<file path="config.mk">
export PLATFORM = sky130hd
export DESIGN_NAME = cmp_pulse_filter
export DESIGN_NICKNAME = d
export VERILOG_FILES = /design/src/rtl/cpf_pkg.sv /design/src/rtl/cpf_event_map.sv /design/src/rtl/cpf_down_ctr.sv /design/src/rtl/cpf_channel.sv /design/src/rtl/cmp_pulse_filter.sv
export SDC_FILE = /design/constraint.sdc
export NUM_CORES = 1
export LEC_CHECK = 0
export BUFFER_PORTS_ARGS = -buffer_cell sky130_fd_sc_hd__buf_2
export CORE_UTILIZATION = 50
export DETAILED_ROUTE_END_ITERATION = 16
export GPL_TIMING_DRIVEN = 0
export PLACE_DENSITY = 0.71
export SLEW_MARGIN = 20
export SYNTH_ARGS = -nofsm -noshare
export SYNTH_HDL_FRONTEND = slang
export SYNTH_SLANG_ARGS = --single-unit
</file>
<file path="constraint.sdc">
create_clock -name clk_i -period 3.9 [get_ports clk_i]
set_clock_uncertainty 0.05 [all_clocks]
set_input_delay 0.39 -clock clk_i [delete_from_list [all_inputs] [get_ports clk_i]]
set_output_delay 0.39 -clock clk_i [all_outputs]
set_load 0.01 [all_outputs]
</file>
<file path="src/rtl/cpf_pkg.sv">
package cpf_pkg;
  typedef enum logic [1:0] {
    EV_NONE = 2'd0,
    EV_POS  = 2'd1,
    EV_NEG  = 2'd2
  } ev_kind_e;

  // positive when result matches polarity select
  function automatic ev_kind_e classify(input logic vld, input logic in_rng, input logic inv);
    if (!vld) return EV_NONE;
    return (in_rng == inv) ? EV_POS : EV_NEG;
  endfunction
endpackage

</file>
<file path="src/rtl/cpf_event_map.sv">
module cpf_event_map
  import cpf_pkg::*;
(
  input  logic     strobe_i,
  input  logic     in_range_i,
  input  logic     inv_sel_i,
  output ev_kind_e ev_o
);
  assign ev_o = classify(strobe_i, in_range_i, inv_sel_i);
endmodule

</file>
<file path="src/rtl/cpf_down_ctr.sv">
module cpf_down_ctr #(
  parameter int W = 8
) (
  input  logic         clk_i,
  input  logic         rst_ni,
  input  logic         restart_i,
  input  logic         step_i,
  input  logic [W-1:0] reload_i,
  output logic [W-1:0] remain_o,
  output logic         last_o
);
  // track events consumed; remaining = reload - consumed
  logic [W-1:0] used_q;
  logic [W:0]   used_inc;

  assign used_inc = {1'b0, used_q} + {{W{1'b0}}, 1'b1};
  assign last_o   = step_i && (used_inc >= {1'b0, reload_i});
  assign remain_o = (used_q >= reload_i) ? '0 : (reload_i - used_q);

  always_ff @(posedge clk_i or negedge rst_ni) begin
    if (!rst_ni)            used_q <= '0;
    else if (restart_i)     used_q <= '0;
    else if (step_i && !used_inc[W]) used_q <= used_inc[W-1:0];
  end
endmodule

</file>
<file path="src/rtl/cpf_channel.sv">
module cpf_channel
  import cpf_pkg::*;
#(
  parameter int POS_W = 8,
  parameter int NEG_W = 5
) (
  input  logic             clk_i,
  input  logic             rst_ni,
  input  logic             strobe_i,
  input  logic             in_range_i,
  input  logic             inv_sel_i,
  input  logic [POS_W-1:0] pos_reload_i,
  input  logic [NEG_W-1:0] neg_reload_i,
  input  logic             irq_en_i,
  input  logic             clr_i,
  output logic             flag_o,
  output logic             irq_o,
  output logic [POS_W-1:0] pos_cnt_o,
  output logic [NEG_W-1:0] neg_cnt_o
);
  ev_kind_e ev;
  logic     flag_q;
  logic     pos_step, neg_step;
  logic     pos_last, neg_last;
  logic     restart;

  cpf_event_map u_map (
    .strobe_i  (strobe_i),
    .in_range_i(in_range_i),
    .inv_sel_i (inv_sel_i),
    .ev_o      (ev)
  );

  // frozen while flagged; clear drops a same-cycle event
  assign pos_step = (ev == EV_POS) && !flag_q && !clr_i;
  assign neg_step = (ev == EV_NEG) && !flag_q && !clr_i;
  assign restart  = clr_i || neg_last;

  cpf_down_ctr #(.W(POS_W)) u_pos (
    .clk_i    (clk_i),
    .rst_ni   (rst_ni),
    .restart_i(restart),
    .step_i   (pos_step),
    .reload_i (pos_reload_i),
    .remain_o (pos_cnt_o),
    .last_o   (pos_last)
  );

  cpf_down_ctr #(.W(NEG_W)) u_neg (
    .clk_i    (clk_i),
    .rst_ni   (rst_ni),
    .restart_i(restart),
    .step_i   (neg_step),
    .reload_i (neg_reload_i),
    .remain_o (neg_cnt_o),
    .last_o   (neg_last)
  );

  always_ff @(posedge clk_i or negedge rst_ni) begin
    if (!rst_ni)       flag_q <= 1'b0;
    else if (clr_i)    flag_q <= 1'b0;
    else if (pos_last) flag_q <= 1'b1;
  end

  assign flag_o = flag_q;
  assign irq_o  = flag_q && irq_en_i;
endmodule

</file>
<file path="src/rtl/cmp_pulse_filter.sv">
module cmp_pulse_filter #(
  parameter int NUM_CH = 4,
  parameter int POS_W  = 8,
  parameter int NEG_W  = 5
) (
  input  logic                    clk_i,
  input  logic                    rst_ni,
  input  logic [NUM_CH-1:0]       strobe_i,
  input  logic [NUM_CH-1:0]       in_range_i,
  input  logic [NUM_CH-1:0]       inv_sel_i,
  input  logic [NUM_CH*POS_W-1:0] pos_reload_i,
  input  logic [NUM_CH*NEG_W-1:0] neg_reload_i,
  input  logic [NUM_CH-1:0]       irq_en_i,
  input  logic [NUM_CH-1:0]       clr_i,
  output logic [NUM_CH-1:0]       flag_o,
  output logic [NUM_CH-1:0]       irq_o,
  output logic [NUM_CH*POS_W-1:0] pos_cnt_o,
  output logic [NUM_CH*NEG_W-1:0] neg_cnt_o
);
  for (genvar c = 0; c < NUM_CH; c++) begin : g_ch
    cpf_channel #(.POS_W(POS_W), .NEG_W(NEG_W)) u_ch (
      .clk_i       (clk_i),
      .rst_ni      (rst_ni),
      .strobe_i    (strobe_i[c]),
      .in_range_i  (in_range_i[c]),
      .inv_sel_i   (inv_sel_i[c]),
      .pos_reload_i(pos_reload_i[c*POS_W +: POS_W]),
      .neg_reload_i(neg_reload_i[c*NEG_W +: NEG_W]),
      .irq_en_i    (irq_en_i[c]),
      .clr_i       (clr_i[c]),
      .flag_o      (flag_o[c]),
      .irq_o       (irq_o[c]),
      .pos_cnt_o   (pos_cnt_o[c*POS_W +: POS_W]),
      .neg_cnt_o   (neg_cnt_o[c*NEG_W +: NEG_W])
    );
  end
endmodule

</file>
# Word level (Yosys, flattened, before mapping)
# Cells that the tools add are included.
# W data, S select, Z words.
[word_totals]
reg_bits = 56
in_bits = 74
out_inout_bits = 60
[op_classes]
n_addsub = 16
order_cmp = 16
eq_ne = 12
n_mux = 40
reduce_logical = 68
[op_table]
columns = ["operator", "count"]
rows = [
  ["$mux W8", 12],
  ["$mux W5", 12],
  ["$add A8 B1 Y9 const B", 4],
  ["$ge A9 B8 Y1", 4],
  ["$logic_and A1 B1 Y1", 36],
  ["$ge A8 B8 Y1", 4],
  ["$sub A8 B8 Y8", 4],
  ["$add A5 B1 Y6 const B", 4],
  ["$ge A6 B5 Y1", 4],
  ["$reduce_bool A2 Y1", 12],
  ["$ge A5 B5 Y1", 4],
  ["$sub A5 B5 Y5", 4],
  ["$logic_not A1 Y1", 16],
  ["$mux W2", 8],
  ["$eq A2 B1 Y1 const B", 4],
  ["$eq A2 B2 Y1 const B", 4],
  ["$mux W1", 8],
  ["$eq A1 B1 Y1", 4],
  ["$logic_or A1 B1 Y1", 4],
]

# Depth between registers and ports, before layout
# Gate-level depths: netlist of run 1.
[logic_depth]
word_depth = 9
ltp_mapped = 10
ltp_nobuf = 10

# Cells and area by module
# Synthesis of run 1 repeated with hierarchy kept, for this count alone.
[unflattened]
cells_unflattened = 920
area_unflattened_um2 = 7165.6
[by_module_without_submodules]
columns = ["module", "n_inst", "cells_each", "area_each_um2", "seq_area_each_um2"]
rows = [
  ["cpf_down_ctr at g_ch[0].u_ch.u_pos ...", 3, 140, 1056.0, 200.2],
  ["cpf_down_ctr at g_ch[0].u_ch.u_neg ...", 4, 81, 643.1, 125.1],
  ["cpf_down_ctr at g_ch[1].u_ch.u_pos", 1, 136, 1074.8, 200.2],
  ["cpf_channel", 4, 6, 65.1, 25.0],
  ["cpf_event_map", 4, 4, 22.5, 0.0],
]

# Worst setup path after synthesis of run 1
# No wires, ideal clock.
[synth_timing]
path_kind = "reg2out"
from = "register g_ch[2].u_ch.u_pos.used_q[0]"
to = "output port pos_cnt_o[18]"
arrival_time_ns = 2.112
t_required_ns = 3.460
setup_slack_ns = 1.348
stages_incl_launch_ff = 10
path_cell_list = "dfrtp_1 -> ha_1 -> inv_1 -> fa_1 -> a21oi_1 -> o21ai_0 -> a2111oi_0 -> or2_2 -> clkbuf_1 -> nor2_1"
[synth_via]
elab_chain_cells = 2
word_cells_on_any_way = 3
classes_between = "1 x add/sub; 1 x order compare; 1 x mux"
[synth_rtl]
columns = ["item", "line", "source"]
rows = [
  ["start, declared", "cpf_down_ctr.sv:13", "logic [W-1:0] used_q;"],
  ["start signal, assigned", "cpf_down_ctr.sv:23", "else if (step_i && !used_inc[W]) used_q <= used_inc[W-1:0];"],
  ["$sub A8 B8 Y8 / $ge A8 B8 Y1 (equally long branches)", "cpf_down_ctr.sv:18", "assign remain_o = (used_q >= reload_i) ? '0 : (reload_i - used_q);"],
  ["$mux W8 (*)", "cpf_down_ctr.sv:18", ""],
  ["end, declared", "cmp_pulse_filter.sv:17", "output logic [NUM_CH*POS_W-1:0] pos_cnt_o,"],
]
# Every way passes the cells marked *; elsewhere a longest branch is shown, timed or not.

# Worst setup path in the final report of run 1
[layout_timing]
from = "register g_ch[2].u_ch.u_pos.used_q[0]"
to = "output port pos_cnt_o[20]"
# Same word-level chain as after synthesis.

==> results.sh, run 1 <==
export IMPL_synthDominantAreaCellType="sky130_fd_sc_hd__dfrtp_1"
export IMPL_ir_worst_vdd_uv=173.5
export IMPL_critical_path_required_ns=3.46
export IMPL_dpl_cell_area_um2=8003
export IMPL_critPathLaunchType="register"
export IMPL_tritoncts="done"
export IMPL_critical_path_n_buffers_inverters=3
export IMPL_class_of_the_most_critical_setup_path="register to output port"
export IMPL_ys_types=62
export IMPL_syn_area_per_cell_um2=7.899
export IMPL_fraction_of_layout_cells_with_a_size_suffix_above_1=0.1556
export IMPL_timing_critical_path_depth=10
export IMPL_detail_route_wl_per_cell_um=11.67
export IMPL_max_cap_violations=0
export IMPL_relSlewSlack=0.5229
export IMPL_final_net_count=1234
export IMPL_clk_path_buf_depth=2
export IMPL_final_hold_violation_count=0
export IMPL_slew_viols_final=0
export IMPL_grt_max_degree=57
export IMPL_worst_setup_hold_path_clk_slew_ns=0.07
export IMPL_synth_area_leaders="sky130_fd_sc_hd__dfrtp_1, sky130_fd_sc_hd__ha_1, sky130_fd_sc_hd__xnor2_1"
export IMPL_fp_coreArea_um2=13880
export IMPL_rsz0062_at_grt="false"
export IMPL_worstMarginPinSlew_ns=0.7157
export IMPL_grt_pass1_wl_um=23860
export IMPL_clock_root_buffer_master="sky130_fd_sc_hd__clkbuf_16"
export IMPL_post_cts_buffers=0
export IMPL_post_cts_resize_count=0
export IMPL_clock_sink_count=56
export IMPL_setup_worst_path_end_class="output port"
export IMPL_num_cts_buffers=5
export IMPL_setup_violations_final=0
export IMPL_multi_input_area_um2=5121
export IMPL_path_cells="ha_1 > inv_1 > fa_1 > a21oi_1 > o21ai_0 > a2111oi_0 > or2_2 > clkbuf_1 > nor2_1 > buf_2"
export IMPL_clkLatencyLatePin_ns=0.29
export IMPL_via_per_inst=5.177
export IMPL_syn_inst=900
export IMPL_holdBufCountCts=0
export IMPL_seq_area_frac_synth=0.1971
export IMPL_postSynthRegisterBits=56
export IMPL_run_status="finished clean"
export IMPL_timing_startpoint_of_the_critical_path="g_ch[2].u_ch.u_pos.used_q[0]$_DFFE_PN0P_"
export IMPL_stdcell_area_um2=8185
export IMPL_num_rows=43
export IMPL_path_max_fanout=8
export IMPL_detailroute_via_count=6321
export IMPL_postSynth_asyncResetShare=1.000
export IMPL_antenna_found_initial=0
export IMPL_arrival_ns=2.77
export IMPL_synthesis_yosys_warnings=0
export IMPL_grt_util_all_layers=0.1936
export IMPL_grt_pass1_vias=5500
export IMPL_timing_rr_end="g_ch[0].u_ch.flag_o$_DFFE_PN0P_"
export IMPL_dp_final_hpwl_um=11840
export IMPL_post_synth_most_frequent_cells="sky130_fd_sc_hd__inv_1, sky130_fd_sc_hd__nor2_1, sky130_fd_sc_hd__ha_1"
export IMPL_worst_reg_to_reg_path_cell_count=10
export IMPL_initial_core_util=0.5122
export IMPL_seqCellArea_um2=1401
export IMPL_cpMaxStageDelayCell="sky130_fd_sc_hd__dfrtp_1"
export IMPL_first_iter_violations=210
export IMPL_ant_nets=0
export IMPL_first_pass_iters=4
export IMPL_register_to_register_path_setup_slack_ns=1.10
export IMPL_routed_wl_um=14250
export IMPL_fmaxAchievable_ghz=0.3117
export IMPL_final_fill_count=1339
export IMPL_drc_errors=0
export IMPL_synth_edff_count=0
export IMPL_crit_path_max_incr_delay_ns=0.46
export IMPL_synth_cell_area_um2=7109
export IMPL_post_layout_nonfiller_instances=1221
export IMPL_postLayoutSetupSlackWorst_ns=0.6921
export IMPL_io_pin_count=134
export IMPL_h_tree_depth=2
export IMPL_dieArea_um2=14700
export IMPL_post_synth_top_area_fraction=0.1971
export IMPL_finalCritPeriodShare=0.8225
export IMPL_cpLargestDelayFamily="compound AO/OA/AOI/OAI gates"
export IMPL_place_detailed_instances=1213
export IMPL_synthToLayoutAreaGrowth_pct=15.14
export IMPL_final_period_minus_worst_setup_slack_ns=3.208
export IMPL_pwr_density_cell_nw_per_um2=223.9
export IMPL_port_buffers=133
export IMPL_chipHeight_um=121.2
export IMPL_p_leak_nw=4.094
export IMPL_post_synth_top_count_cell="sky130_fd_sc_hd__inv_1"
export IMPL_mappedNetlistNets=1094
export IMPL_final_weighted_congestion_in_routability_driven_placement=0.8114
export IMPL_antenna_diode_count=0
export IMPL_yosys_most_used_dff="sky130_fd_sc_hd__dfrtp_1"
export IMPL_setup_total_negative_slack_ns=0
export IMPL_cp_endpoint="pos_cnt_o[20]"
export IMPL_hold_class="input port to asynchronous set/reset pin"
export IMPL_die_width_um=121.2
export IMPL_global_route_overflow_total=0
export IMPL_timing_rr_start="g_ch[0].u_ch.u_pos.used_q[0]$_DFFE_PN0P_"
export IMPL_post_place_ws_ns=0.9027
export IMPL_finalPower_w=0.001833
-- worst min-delay path by stage --
stage	startpoint	endpoint	slack, ns
4_1_cts	rst_ni	g_ch[3].u_ch.u_pos.used_q[7]$_DFFE_PN0P_	0.13
6_report	rst_ni	g_ch[3].u_ch.u_pos.used_q[7]$_DFFE_PN0P_	0.09
3_5_place_dp	rst_ni	g_ch[3].u_ch.u_pos.used_q[7]$_DFFE_PN0P_	0.44
2_1_floorplan	rst_ni	g_ch[0].u_ch.flag_o$_DFFE_PN0P_	0.04
5_1_grt	rst_ni	g_ch[3].u_ch.u_pos.used_q[7]$_DFFE_PN0P_	0.17
3_3_place_gp	g_ch[2].u_ch.u_pos.used_q[6]$_DFFE_PN0P_	g_ch[2].u_ch.u_pos.used_q[6]$_DFFE_PN0P_	0.49
-- layer usage --
metal  up-vias  global-route usage  wire length (µm)
met5         -                   0                 0
li1       3380                   -                 -
met2        75              0.3261              6558
met4         0             0.02469                63
met3         7             0.02256               391
met1      2859              0.2713              7236
-- metrics by stage --
step	utilization	hold slack, ns
4_1_cts	0.5897	0.1259
3_3_place_gp	0.5763	0.4884
2_1_floorplan	-	0.04441
5_1_grt	0.5897	0.1728
3_5_place_dp	0.5765	0.4429
6_report	0.5897	0.09174
-- area by class of cell --
type	instances	area share
buffer	19	0.01391
clock buffer	7	0.01865
clock inverter	1	0.003669
inverter	126	0.05778
multi-input combinational	699	0.6256
sequential	56	0.1712
tap	180	0.02751
timing repair buffer	133	0.08163
-- flip-flops by register name, summed over array words and instances, names as in the netlist --
name and flops:
g_ch.u_ch.u_pos.used_q 32, g_ch.u_ch.u_neg.used_q 20, g_ch.u_ch.flag_o 4
-- cells by family after synthesis --
kind of cell             Yosys count  share of synthesized area
AO/OA/AOI/OAI                    172                     0.1617
buffers and inverters            145                    0.08254
XOR/XNOR                          90                     0.1109
multiplexers                      10                    0.01443
flip-flops                        56                     0.1971
adder cells (fa/ha/maj)          120                     0.2196
AND/OR/NAND/NOR                  307                     0.2137
-- placed cells by master (no fill, tap or decap), types with 15 or more instances in the layout --
cell type,Yosys,routed
sky130_fd_sc_hd__ha_1,112,112
sky130_fd_sc_hd__nand3_1,27,27
sky130_fd_sc_hd__buf_2,4,136
sky130_fd_sc_hd__nor3_1,22,22
sky130_fd_sc_hd__a211oi_1,15,15
sky130_fd_sc_hd__o21ai_0,40,40
sky130_fd_sc_hd__inv_1,126,126
sky130_fd_sc_hd__nand2_1,38,38
sky130_fd_sc_hd__xor2_1,20,20
sky130_fd_sc_hd__and3_1,18,18
sky130_fd_sc_hd__nor2_1,122,122
sky130_fd_sc_hd__xnor2_1,70,70
sky130_fd_sc_hd__a21oi_1,38,38
sky130_fd_sc_hd__dfrtp_1,56,56
-- where the power goes --
group | total [W] | switching, W | leakage (nW) | internal (W)
Sequential | 0.000628 | 0.0000291 | 0.776 | 0.000599
Combinational | 0.000664 | 0.000370 | 3.23 | 0.000294
Clock | 0.000541 | 0.000202 | 0.0901 | 0.000338
(Power assumes the default switching activity.)
==> inputs of run 2 (changes only) <==
==> constraint.sdc (replaced) <==
create_clock -name clk_i -period 3.1 [get_ports clk_i]
set_clock_uncertainty 0.05 [all_clocks]
set_input_delay 0.31 -clock clk_i [delete_from_list [all_inputs] [get_ports clk_i]]
set_output_delay 0.31 -clock clk_i [all_outputs]
set_load 0.01 [all_outputs]
==> results.sh, run 2 (same netlist as run 1, synthesis figures left out) <==
export IMPL_critPathLaunchType="register"
export IMPL_fmaxAchievable_ghz=0.3460
export IMPL_final_hold_violation_count=0
export IMPL_hold_class="input port to asynchronous set/reset pin"
export IMPL_synthToLayoutAreaGrowth_pct=15.52
export IMPL_timing_rr_start="g_ch[0].u_ch.u_pos.used_q[0]$_DFFE_PN0P_"
export IMPL_layout_core_utilization=0.5917
export IMPL_fp_coreArea_um2=13880
export IMPL_worstMarginPinSlew_ns=0.7156
export IMPL_clock_root_buffer_master="sky130_fd_sc_hd__clkbuf_16"
export IMPL_routed_wl_um=14370
export IMPL_final_weighted_congestion_in_routability_driven_placement=0.8114
export IMPL_layout_common_cells="sky130_fd_sc_hd__buf_2, sky130_fd_sc_hd__inv_1, sky130_fd_sc_hd__nor2_1, sky130_fd_sc_hd__ha_1, sky130_fd_sc_hd__xnor2_1"
export IMPL_antenna_diode_count=0
export IMPL_ant_nets=0
export IMPL_arrival_ns=2.53
export IMPL_met3_length_um=392
export IMPL_clkLatencyLatePin_ns=0.29
export IMPL_slew_viols_final=0
export IMPL_class_of_the_most_critical_setup_path="register to output port"
export IMPL_post_cts_buffers=0
export IMPL_met2_length_um=6638
export IMPL_path_max_fanout=8
export IMPL_setup_total_negative_slack_ns=0
export IMPL_wirelength_met1_um=7275
export IMPL_critical_path_required_ns=2.74
export IMPL_antenna_found_initial=0
export IMPL_detailroute_via_count=6336
export IMPL_first_pass_iters=4
export IMPL_num_rows=43
export IMPL_run_status="finished clean"
export IMPL_setup_violations_final=0
export IMPL_pwr_density_cell_nw_per_um2=281.7
export IMPL_final_net_count=1233
export IMPL_max_cap_violations=0
export IMPL_grt_pass1_wl_um=23840
export IMPL_worst_setup_hold_path_clk_slew_ns=0.07
export IMPL_port_buffers=133
export IMPL_global_route_overflow_total=0
export IMPL_relSlewSlack=0.5229
export IMPL_finalCritPeriodShare=0.9324
export IMPL_via_per_inst=5.193
export IMPL_worst_reg_to_reg_path_cell_count=10
export IMPL_grt_pass1_vias=5495
export IMPL_detail_route_wl_per_cell_um=11.78
export IMPL_final_common_cell="sky130_fd_sc_hd__buf_2"
export IMPL_final_period_minus_worst_setup_slack_ns=2.890
export IMPL_dieArea_um2=14700
export IMPL_h_tree_depth=2
export IMPL_register_to_register_path_setup_slack_ns=0.30
export IMPL_setup_worst_path_end_class="output port"
export IMPL_clock_sink_count=56
export IMPL_p_leak_nw=4.096
export IMPL_highest_layer="met4"
export IMPL_grt_max_degree=57
export IMPL_clk_path_buf_depth=2
export IMPL_holdBufCountCts=0
export IMPL_tritoncts="done"
export IMPL_io_pin_count=134
export IMPL_rsz0062_at_grt="false"
export IMPL_first_iter_violations=222
export IMPL_drc_errors=0
export IMPL_registers_top_by_ff_count="g_ch.u_ch.u_pos.used_q"
export IMPL_chipHeight_um=121.2
export IMPL_timing_rr_end="g_ch[0].u_ch.flag_o$_DFFE_PN0P_"
export IMPL_largest_reg_flops=32
export IMPL_die_width_um=121.2
export IMPL_dp_final_hpwl_um=11840
export IMPL_grt_util_all_layers=0.1934
export IMPL_fraction_of_layout_cells_with_a_size_suffix_above_1=0.1625
export IMPL_initial_core_util=0.5122
export IMPL_num_cts_buffers=5
export IMPL_ir_worst_vdd_uv=218.3
## run 2: power by group
group | switching (W) | total, W | internal, W
Sequential | 0.0000366 | 0.000791 | 0.000754
Combinational | 0.000470 | 0.000843 | 0.000373
Clock | 0.000254 | 0.000680 | 0.000426
## run 2: cell type report
cell class	count	area, µm²
fill	1338	5668
multi-input combinational	699	5151
sequential	56	1403
timing repair buffer	133	668.1
inverter	126	473.0
tap	180	225.2
clock buffer	7	152.6
buffer	18	110.1
clock inverter	1	30.03
## run 2: per-layer routing
metal,track usage,up-vias
met5,0,-
met4,0.02469,0
met3,0.02256,7
met2,0.3250,73
met1,0.2716,2876
li1,-,3380
## run 2: worst max-delay path by stage
stage	start	end	slack (ns)
after floorplan	g_ch[0].u_ch.u_pos.used_q[0]$_DFFE_PN0P_	g_ch[0].u_ch.flag_o$_DFFE_PN0P_	0.63
after global placement	g_ch[2].u_ch.u_pos.used_q[0]$_DFFE_PN0P_	pos_cnt_o[22]	0.29
after detailed placement	pos_reload_i[24]	pos_cnt_o[28]	0.26
after CTS	g_ch[3].u_ch.u_pos.used_q[0]$_DFFE_PN0P_	pos_cnt_o[28]	0.003
after global routing	g_ch[0].u_ch.u_pos.used_q[0]$_DFFE_PN0P_	g_ch[0].u_ch.flag_o$_DFFE_PN0P_	0.03
final	g_ch[2].u_ch.u_pos.used_q[0]$_DFFE_PN0P_	pos_cnt_o[20]	0.21
## run 2: repair_timing
item	in CTS	in global routing
pin swaps	1	0
gates resized for setup	1	9
setup endpoints to repair	15	27
## run 2: worst max-delay path, cell delays in order, from the launching register on
cell                        delay [ns]
sky130_fd_sc_hd__dfrtp_2          0.43
sky130_fd_sc_hd__ha_1             0.18
sky130_fd_sc_hd__inv_1            0.05
sky130_fd_sc_hd__fa_1             0.41
sky130_fd_sc_hd__a21oi_1          0.21
sky130_fd_sc_hd__o21ai_0          0.17
sky130_fd_sc_hd__a2111oi_2        0.39
sky130_fd_sc_hd__or2_4            0.22
sky130_fd_sc_hd__nor2_1           0.05
sky130_fd_sc_hd__buf_2            0.13
## run 2: stage by stage
step / setup slack [ns] / hold WS, ns / cell area, µm² / total power, W / instances
floorplan: 0.6272 / -0.03559 / 7109 / 0.001358 / 900
detailed placement: 0.2627 / 0.3629 / 8003 / 0.001644 / 1213
finish: 0.2096 / 0.01173 / 8213 / 0.002314 / 1220
global placement: 0.2855 / 0.4884 / 8000 / 0.001634 / 1213
CTS: 0.003297 / 0.04594 / 8187 / 0.002334 / 1220
global route: 0.03399 / 0.09280 / 8213 / 0.002486 / 1220
